**src/rtl/rxpp_pkg.sv**
```systemverilog
package rxpp_pkg;
  localparam int unsigned NBUF = 2;

  typedef logic buf_sel_t;

  function automatic buf_sel_t other_buf(input buf_sel_t b);
    return ~b;
  endfunction
endpackage

```
**src/rtl/rxpp_bank.sv**
```systemverilog
module rxpp_bank
  import rxpp_pkg::*;
#(
  parameter int unsigned DATA_W = 8,
  parameter int unsigned DEPTH  = 64,
  localparam int unsigned CNT_W = $clog2(DEPTH + 1),
  localparam int unsigned AW    = $clog2(DEPTH)
) (
  input  logic                        clk,
  input  logic                        rst_n,
  input  logic                        wr_en,
  input  buf_sel_t                    wr_buf,
  input  logic [DATA_W-1:0]           wr_data,
  input  logic                        commit,
  input  buf_sel_t                    commit_buf,
  input  logic                        rel,
  input  buf_sel_t                    rel_buf,
  input  buf_sel_t                    rd_buf,
  input  logic [AW-1:0]               rd_addr,
  output logic [DATA_W-1:0]           rd_data,
  output logic [NBUF-1:0]             full,
  output logic [NBUF-1:0][CNT_W-1:0]  cnt
);

  logic [DATA_W-1:0] rd_word [NBUF];

  for (genvar b = 0; b < NBUF; b++) begin : g_buf
    logic [DATA_W-1:0] mem [DEPTH];
    logic hit_wr, hit_commit, hit_rel;

    assign hit_wr     = wr_en  && (wr_buf     == 1'(b));
    assign hit_commit = commit && (commit_buf == 1'(b));
    assign hit_rel    = rel    && (rel_buf    == 1'(b));

    always_ff @(posedge clk) begin
      if (hit_wr) mem[cnt[b][AW-1:0]] <= wr_data;
    end

    always_ff @(posedge clk or negedge rst_n) begin
      if (!rst_n) begin
        full[b] <= 1'b0;
        cnt[b]  <= '0;
      end else if (hit_rel) begin
        full[b] <= 1'b0;
        cnt[b]  <= '0;
      end else begin
        if (hit_commit) full[b] <= 1'b1;
        if (hit_wr)     cnt[b]  <= cnt[b] + CNT_W'(1);
      end
    end

    assign rd_word[b] = mem[rd_addr];

    // a buffer only turns full through a commit aimed at it
    p_full_needs_commit_r2: assert property (@(posedge clk) disable iff (!rst_n)
      $rose(full[b]) |-> $past(commit && (commit_buf == 1'(b))));

    // the count never passes the depth
    p_cnt_limit_r8: assert property (@(posedge clk) disable iff (!rst_n)
      cnt[b] <= CNT_W'(DEPTH));
  end

  assign rd_data = rd_word[rd_buf];

  // with both buffers occupied and nothing released, stored counts hold
  p_hold_when_full_r7: assert property (@(posedge clk) disable iff (!rst_n)
    ((&full) && !rel) |=> $stable(cnt));

endmodule

```
**src/rtl/rxpp_fill.sv**
```systemverilog
module rxpp_fill
  import rxpp_pkg::*;
#(
  parameter int unsigned DEPTH  = 64,
  localparam int unsigned CNT_W = $clog2(DEPTH + 1)
) (
  input  logic             clk,
  input  logic             rst_n,
  input  logic             pkt_valid,
  input  logic             pkt_last,
  input  logic [NBUF-1:0]  full,
  input  logic [CNT_W-1:0] cnt_tgt,
  output logic             pkt_ready,
  output logic             pkt_nak,
  output logic             wr_en,
  output buf_sel_t         wr_sel,
  output logic             commit,
  output logic             ovf
);

  logic ready_q;
  logic in_pkt;
  logic drop_q;
  logic beat;
  logic drop_now;
  logic room;

  assign pkt_ready = ready_q;
  assign beat      = pkt_valid && ready_q;
  // accept-or-discard is fixed on the first beat of a packet
  assign drop_now  = in_pkt ? drop_q : full[wr_sel];
  assign room      = cnt_tgt < CNT_W'(DEPTH);
  assign wr_en     = beat && !drop_now && room;
  assign commit    = beat && pkt_last && !drop_now;
  assign pkt_nak   = &full;

  always_ff @(posedge clk or negedge rst_n) begin
    if (!rst_n) begin
      ready_q <= 1'b0;
      in_pkt  <= 1'b0;
      drop_q  <= 1'b0;
      wr_sel  <= 1'b0;
      ovf     <= 1'b0;
    end else begin
      ready_q <= 1'b1;
      if (beat) begin
        in_pkt <= !pkt_last;
        drop_q <= drop_now;
        if (!drop_now && !room) ovf <= 1'b1;
      end
      if (commit) wr_sel <= other_buf(wr_sel);
    end
  end

  // the overflow flag is sticky
  p_ovf_sticky_r8: assert property (@(posedge clk) disable iff (!rst_n)
    ovf |=> ovf);

  // ready stays up once a clock has passed out of reset
  p_ready_r11: assert property (@(posedge clk) disable iff (!rst_n)
    $past(rst_n) |-> pkt_ready);

endmodule

```
**src/rtl/rxpp_drain.sv**
```systemverilog
module rxpp_drain
  import rxpp_pkg::*;
#(
  parameter int unsigned DEPTH  = 64,
  parameter int unsigned SIZE_W = 8,
  parameter int unsigned TRG_W  = 8,
  parameter int unsigned RC_BIT = 0,
  localparam int unsigned CNT_W = $clog2(DEPTH + 1),
  localparam int unsigned AW    = $clog2(DEPTH)
) (
  input  logic                        clk,
  input  logic                        rst_n,
  input  logic [NBUF-1:0]             full,
  input  logic [NBUF-1:0][CNT_W-1:0]  cnt,
  input  logic                        rd_strobe,
  input  logic                        trg_wr,
  input  logic [TRG_W-1:0]            trg_wdata,
  output buf_sel_t                    rd_sel,
  output logic [AW-1:0]               rd_addr,
  output logic                        sel_valid,
  output logic [SIZE_W-1:0]           size,
  output logic                        rel
);

  logic [CNT_W-1:0] rd_ptr;
  logic [CNT_W-1:0] cnt_sel;
  logic             trg_unused;

  assign trg_unused = ^trg_wdata;
  assign cnt_sel    = cnt[rd_sel];
  assign sel_valid  = full[rd_sel];
  assign rel        = trg_wr && trg_wdata[RC_BIT] && sel_valid;
  assign size       = sel_valid ? SIZE_W'(cnt_sel) : '0;
  assign rd_addr    = rd_ptr[AW-1:0];

  always_ff @(posedge clk or negedge rst_n) begin
    if (!rst_n) begin
      rd_sel <= 1'b0;
      rd_ptr <= '0;
    end else if (rel) begin
      rd_sel <= other_buf(rd_sel);
      rd_ptr <= '0;
    end else if (rd_strobe && sel_valid && (rd_ptr < cnt_sel)) begin
      rd_ptr <= rd_ptr + CNT_W'(1);
    end
  end

  // release rewinds the read pointer
  p_ptr_rewind_r5: assert property (@(posedge clk) disable iff (!rst_n)
    rel |=> (rd_ptr == '0));

  // a trigger with nothing selected leaves the selection alone
  p_idle_trigger_r9: assert property (@(posedge clk) disable iff (!rst_n)
    (trg_wr && !sel_valid) |=> $stable(rd_sel));

  // the pointer never runs past the stored count
  p_ptr_bound_r4: assert property (@(posedge clk) disable iff (!rst_n)
    rd_ptr <= cnt_sel);

endmodule

```
**src/rtl/usb_rx_pingpong.sv**
```systemverilog
module usb_rx_pingpong
  import rxpp_pkg::*;
#(
  parameter int unsigned DATA_W = 8,
  parameter int unsigned DEPTH  = 64,
  parameter int unsigned SIZE_W = 8,
  parameter int unsigned TRG_W  = 8,
  parameter int unsigned RC_BIT = 0
) (
  input  logic              clk,
  input  logic              rst_n,
  input  logic              pkt_valid,
  output logic              pkt_ready,
  input  logic [DATA_W-1:0] pkt_data,
  input  logic              pkt_last,
  output logic              pkt_nak,
  input  logic              rd_strobe,
  output logic [DATA_W-1:0] rd_data,
  output logic [SIZE_W-1:0] rx_size,
  output logic              rx_avail,
  input  logic              trg_wr,
  input  logic [TRG_W-1:0]  trg_wdata,
  output logic [TRG_W-1:0]  trg_rdata,
  output logic              rx_full,
  output logic              rx_empty,
  output logic              rx_ovf
);

  localparam int unsigned CNT_W = $clog2(DEPTH + 1);
  localparam int unsigned AW    = $clog2(DEPTH);

  logic [NBUF-1:0]            full;
  logic [NBUF-1:0][CNT_W-1:0] cnt;
  logic                       wr_en;
  buf_sel_t                   wr_sel;
  logic                       commit;
  logic                       rel;
  buf_sel_t                   rd_sel;
  logic [AW-1:0]              rd_addr;

  rxpp_fill #(.DEPTH(DEPTH)) u_fill (
    .clk      (clk),
    .rst_n    (rst_n),
    .pkt_valid(pkt_valid),
    .pkt_last (pkt_last),
    .full     (full),
    .cnt_tgt  (cnt[wr_sel]),
    .pkt_ready(pkt_ready),
    .pkt_nak  (pkt_nak),
    .wr_en    (wr_en),
    .wr_sel   (wr_sel),
    .commit   (commit),
    .ovf      (rx_ovf)
  );

  rxpp_bank #(.DATA_W(DATA_W), .DEPTH(DEPTH)) u_bank (
    .clk       (clk),
    .rst_n     (rst_n),
    .wr_en     (wr_en),
    .wr_buf    (wr_sel),
    .wr_data   (pkt_data),
    .commit    (commit),
    .commit_buf(wr_sel),
    .rel       (rel),
    .rel_buf   (rd_sel),
    .rd_buf    (rd_sel),
    .rd_addr   (rd_addr),
    .rd_data   (rd_data),
    .full      (full),
    .cnt       (cnt)
  );

  rxpp_drain #(
    .DEPTH (DEPTH),
    .SIZE_W(SIZE_W),
    .TRG_W (TRG_W),
    .RC_BIT(RC_BIT)
  ) u_drain (
    .clk      (clk),
    .rst_n    (rst_n),
    .full     (full),
    .cnt      (cnt),
    .rd_strobe(rd_strobe),
    .trg_wr   (trg_wr),
    .trg_wdata(trg_wdata),
    .rd_sel   (rd_sel),
    .rd_addr  (rd_addr),
    .sel_valid(rx_avail),
    .size     (rx_size),
    .rel      (rel)
  );

  assign trg_rdata = '0;
  assign rx_full   = &full;
  assign rx_empty  = ~|full;

  // nothing selected means a zero size at the port
  p_size_idle_r3: assert property (@(posedge clk) disable iff (!rst_n)
    !rx_avail |-> (rx_size == '0));

  // the NAK level coincides with both buffers occupied
  p_nak_full_r6: assert property (@(posedge clk) disable iff (!rst_n)
    pkt_nak |-> (rx_full && !rx_empty));

endmodule

```
**config.mk**
```make
export PLATFORM = sky130hd
export DESIGN_NAME = usb_rx_pingpong
export DESIGN_NICKNAME = d
export VERILOG_FILES = /design/src/rtl/rxpp_pkg.sv /design/src/rtl/rxpp_bank.sv /design/src/rtl/rxpp_fill.sv /design/src/rtl/rxpp_drain.sv /design/src/rtl/usb_rx_pingpong.sv
export SDC_FILE = /design/constraint.sdc
export NUM_CORES = 1
export LEC_CHECK = 0
export BUFFER_PORTS_ARGS = -buffer_cell sky130_fd_sc_hd__buf_4
export CORE_ASPECT_RATIO = 1.25
export CORE_MARGIN = 4
export CORE_UTILIZATION = 70
export CTS_BUF_LIST = sky130_fd_sc_hd__clkbuf_8
export DETAILED_ROUTE_END_ITERATION = 10
export PLACE_DENSITY = 0.94
export SLEW_MARGIN = 0
export SYNTH_ARGS = -nofsm -noshare
export SYNTH_HDL_FRONTEND = slang
export SYNTH_HIERARCHICAL = 1
export SYNTH_SLANG_ARGS = --single-unit
```
**constraint.sdc**
```tcl
create_clock -name clk -period 7.3 [get_ports clk]
set_input_delay 1.46 -clock clk [delete_from_list [all_inputs] [get_ports clk]]
set_output_delay 1.46 -clock clk [all_outputs]
set_load 0.02 [all_outputs]
```
; Yosys cells after proc, flatten, opt, wreduce, memory -nomap -nowiden
; Memories as Yosys holds them, arrays and structs flattened.
; Cells that the tools add are included.
[classes]
add_sub_neg = 3
reduce_logical = 28
mux = 27
n_div = 0
mul = 0
n_eq_ne = 0
shift = 0
bitwise_logic = 3
magnitude_cmp = 5
[op_table]
columns = op, count
row1 = 2-to-1 mux 7 bit, 11
row2 = 2-to-1 mux 8 bit, 3
row3 = "adder 7 x 1 -> 7 bit, second input constant", 3
row4 = logical AND 1 bit, 16
row5 = 2-to-1 mux 1 bit, 13
row6 = nonzero test 2 bit, 5
row7 = less-than comparator 7 bit, 1
row8 = "less-than comparator 7 bit, second input constant", 1
row9 = logical NOT 1 bit, 4
row10 = "less-than comparator 1 x 2 -> 1 bit, second input constant", 2
row11 = AND reduction 2 bit, 2
row12 = ">= comparator 2 bit, second input constant", 1
row13 = inverter 1 bit, 2
row14 = inverter 1 -> 2 bit, 1
row15 = OR reduction 2 bit, 1
[word_totals]
ram_bits = 1024
input_bits = 22
romBits = 0
latchBits = 0
out_inout_bits = 30
n_memories = 2
wordCells = 79
register_bits = 29
[memory_table]
columns = name, depth, width, read_ports, rd_ports_with_merged_regs, write_ports, line
row1 = u_bank.g_buf[0].mem, 64, 8, 1, 0, 1, rxpp_bank.sv:28  ; logic [DATA_W-1:0] mem [DEPTH];
row2 = u_bank.g_buf[1].mem, 64, 8, 1, 0, 1, rxpp_bank.sv:28

; Logic depth before layout (Yosys ltp)
[logic_depth]
word_depth = 9
ltp_mapped = 8
ltp_nobuf = 7

; Hierarchy
; The synthesis kept the hierarchy.
[modules_own_cells]
columns = mod, instances, seq_area_each_um2, area_each_um2, cells_each
row1 = rxpp_bank, 1, 31149.9, 40326.2, 1715
row2 = rxpp_drain, 1, 200.2, 738.2, 85
row3 = rxpp_fill, 1, 125.1, 255.2, 25
row4 = usb_rx_pingpong, 1, 0.0, 190.2, 19

; Worst setup path after synthesis
; Ideal clock, no wire load.
[synth_path]
path_type = register to output
start = register u_drain.rd_ptr[0]
end = output port rd_data[0]
path_buffers = 3
path_slack_ns = 2.881
t_arrival_ns = 2.959
stages_incl_launch_ff = 8
cell_sequence = dfrtp_1 > buf_4 > clkbuf_1 > buf_1 > mux4_2 > mux4_2 > mux4_2 > mux2_2
[synth_between]
elab_chain_cells = 4
word_cells_on_any_way = 5
classes_between = mux: 3 / memory: 2
[synth_rtl]
columns = element, line
row1 = "start, declared", rxpp_drain.sv:25  ; logic [CNT_W-1:0] rd_ptr;
row2 = "start signal, assigned", rxpp_drain.sv:44  ; rd_ptr <= rd_ptr + CNT_W'(1);
row3 = memory (64 x 8 bit), --
row4 = 2-to-1 mux 8 bit (implied by the code) (*) (3 in a row), rxpp_bank.sv:63  ; assign rd_data = rd_word[rd_buf];
row5 = "end, declared", usb_rx_pingpong.sv:18  ; output logic [DATA_W-1:0] rd_data,
; Mark *: on every way between the ends. The rest lies on a longest branch, timed or not. The select of a mux whose other input is x is not followed.

; Final worst setup path
; Same ends and word-level chain as after synthesis.

==> flow_metrics.py <==
metrics = {
    "power_and_ir_drop": {
        "p_comb_frac": 0.236,
        "clockPowerShare": 0.299,
        "power_density_mw_per_mm2": 331,
        "leakage_nw": 14.0,
        "power.internal_w": 0.0106,
        "vdd_drop_max_v": 0.000247,
        "power.share.switching": 0.295,
        "power_frac_seq": 0.465,
        "p_sw_w": 0.00442,
    },
    "floorplan": {
        "std_cell_rows": 99,
        "core_area_mm2": 0.0585,
        "dieWidth_um": 226,
        "die-height_um": 280,
        "initial_utilization": 0.708,
        "dieArea_mm2": 0.0632,
        "io_pins": 52,
    },
    "clock_tree": {
        "clkTransAtPathRegs_ns": 0.06,
        "cts_buffers": 150,
        "cts_resized": 0,
        "cts.sinks": 1053,
        "insertion_delay_ns": 0.82,
        "htreeDepth": 4,
        "post_cts_buffers": 0,
        "cts_buffer_depth": 3,
        "cts_hold_buf": 0,
        "cts_tree": "yes",
        "cts_root_buf": "clkbuf_8",
    },
    "logic_synthesis": {
        "ys_warn_count": 6,
        "syn_area_per_cell_um2": 22.5,
        "synth.cell_area_mm2": 0.0414,
        "synth_cells": 1838,
    },
    "min_path": {
        "holdPathEnd": "u_fill/ovf",
        "hold_path_class": "register to register",
        "min_from": "u_fill/ovf",
        "holdPathStages": 1,
    },
    "sta": {
        "drv_slew": 0,
        "rsz0062_at_grt": "no",
        "finalCritPeriodShare": 0.875,
        "worst_pin_slew_ns": 1.42,
        "fin_skew_ns": 0.0464,
        "slew_headroom": 0.0540,
        "fmax_mhz": 157,
        "finalHoldViolations": 0,
        "fin_setup_tns_ns": 0,
        "min_period_ns": 6.39,
        "finalSetupViolations": 0,
    },
    "setup_path": {
        "critPathKind": "register to primary output",
        "setup.worst_path.end_class": "primary output",
        "cp_max_fo": 86,
        "worstReg2RegEnd": "u_bank/g_buf[0].mem[25][0]",
        "rrSetupSlack_ns": 2.97,
        "reg2reg_depth": 7,
        "start_kind": "register",
        "critPathRequiredTime_ns": 5.84,
        "worstReg2RegStart": "u_fill/wr_sel",
        "critPathArrivalTime_ns": 4.93,
    },
    "grt": {
        "grt_max_degree": 128,
        "first_global_vias": 21700,
        "grt_antenna_before_repair": 6,
        "grt-ovfl-total": 0,
        "grt_pass1_wl_um": 155000,
        "grt_usage": 0.350,
    },
    "drt": {
        "routedWlPerCell_um": 37.9,
        "drtIter0Drc": 3943,
        "drc": 0,
        "post_drt_via_cell_ratio": 7.58,
        "via_count": 21300,
        "wl_um": 107000,
        "ant_nets": 0,
        "first_pass_iters": 6,
    },
    "final_layout": {
        "drive_gt1_frac": 0.305,
        "areaGrowthSynthToFinish_pct": 9.21,
        "fin_util": 0.774,
        "nets": 1973,
    },
    "run": {
        "drv_cap": 0,
    },
    "placed_design": {
        "dp_hpwl_um": 63700,
        "portBuffers": 35,
        "gp_congestion": 0.866,
    },
    "status": {
        "outcome": "completed",
    },
}
state kept, by name, summed over array words and instances, names as in the netlist:
| signal | cells |
|---|---|
| u_drain/rd_sel | 1 |
| u_bank/full | 2 |
| u_fill/ovf | 1 |
| u_bank/g_buf.mem | 1024 |
| u_bank/cnt | 14 |
| u_fill/wr_sel | 1 |
| u_fill/pkt_ready | 1 |
| u_drain/rd_ptr | 7 |
| u_fill/drop_q | 1 |
| u_fill/in_pkt | 1 |
worst max-delay path, cell delays in order (launching register included):
cell and delay [ns]:
dfrtp_4 1.03, buf_12 0.57, mux4_2 0.61, mux4_2 0.55
mux4_2 0.57, mux2_2 0.40, buf_4 0.19
power groups by stage:
stage / Combinational, W / Sequential [W] / Clock (W)
after CTS: 0.00340 / 0.00697 / 0.00451
after floorplan: 0.00238 / 0.00687 / 0
after global placement: 0.00315 / 0.00706 / 0
final: 0.00353 / 0.00697 / 0.00448
after global routing: 0.00358 / 0.00698 / 0.00483
after detailed placement: 0.00334 / 0.00709 / 0
per-layer routing:
layer / vias to the layer above / part of all wire / track usage
li1: 7914 / - / -
met1: 10800 / 0.31 / 0.445
met2: 2131 / 0.50 / 0.555
met3: 490 / 0.12 / 0.0982
met4: 2 / 0.076 / 0.203
met5: - / 0.00011 / 0
final cells by class:
cell class	instances	area, um^2
flip-flops and latches	1053	31500
fillers	2567	13200
multi-input cells	668	9370
clock buffers	157	2160
well taps	757	947
clock inverters	109	673
repair buffers	63	559
inverters	6	22.5
diodes	4	10.0
cells in the final DEF (no fill, tap or decap), types with 2 or more instances in the layout:
| cell | instances |
|---|---|
| xnor2_1 | 5 |
| nand2_1 | 24 |
| dfrtp_4 | 3 |
| clkinvlp_4 | 8 |
| a31oi_1 | 2 |
| o21ai_0 | 8 |
| or3b_2 | 4 |
| or2_2 | 7 |
| diode_2 | 4 |
| o41ai_1 | 2 |
| bufinv_16 | 7 |
| mux4_2 | 336 |
| mux2i_1 | 10 |
| nand3b_1 | 10 |
| a21oi_1 | 13 |
| clkbuf_8 | 157 |
| or3_1 | 9 |
| nand2b_1 | 3 |
| nor3_1 | 3 |
| inv_1 | 50 |
| edfxtp_1 | 1024 |
| ha_1 | 9 |
| nor2_1 | 153 |
| nor2b_1 | 4 |
| buf_12 | 5 |
| clkinv_1 | 25 |
| clkinv_2 | 22 |
| mux2_2 | 8 |
| conb_1 | 10 |
| o21bai_1 | 2 |
| buf_4 | 56 |
| xor2_1 | 5 |
| nand3_1 | 14 |
| and2_1 | 5 |
| dfrtp_1 | 25 |
worst max-delay path by stage:
stage,end,cells after the start,startpoint
3_3_place_gp,rd_data[2],6,u_drain/rd_ptr[0]
2_1_floorplan,rd_data[0],7,u_drain/rd_ptr[0]
5_1_grt,rd_data[5],6,u_drain/rd_ptr[0]
4_1_cts,rd_data[7],6,u_drain/rd_ptr[0]
3_5_place_dp,rd_data[4],6,u_drain/rd_ptr[0]
6_report,rd_data[0],6,u_drain/rd_ptr[0]
per-stage QoR:
stage,power [W],std cells,cell area (um^2),hold slack [ns],setup WS (ns)
2_1_floorplan,0.00925,1845,41400,0.501,2.88
3_3_place_gp,0.0102,2546,42400,0.466,1.82
3_5_place_dp,0.0104,2546,42400,0.475,1.75
4_1_cts,0.0149,2812,45200,0.498,0.865
5_1_grt,0.0154,2814,45200,0.533,0.647
6_report,0.0150,2817,45200,0.497,0.911
No activity file was read; power rests on OpenSTA's default activity.
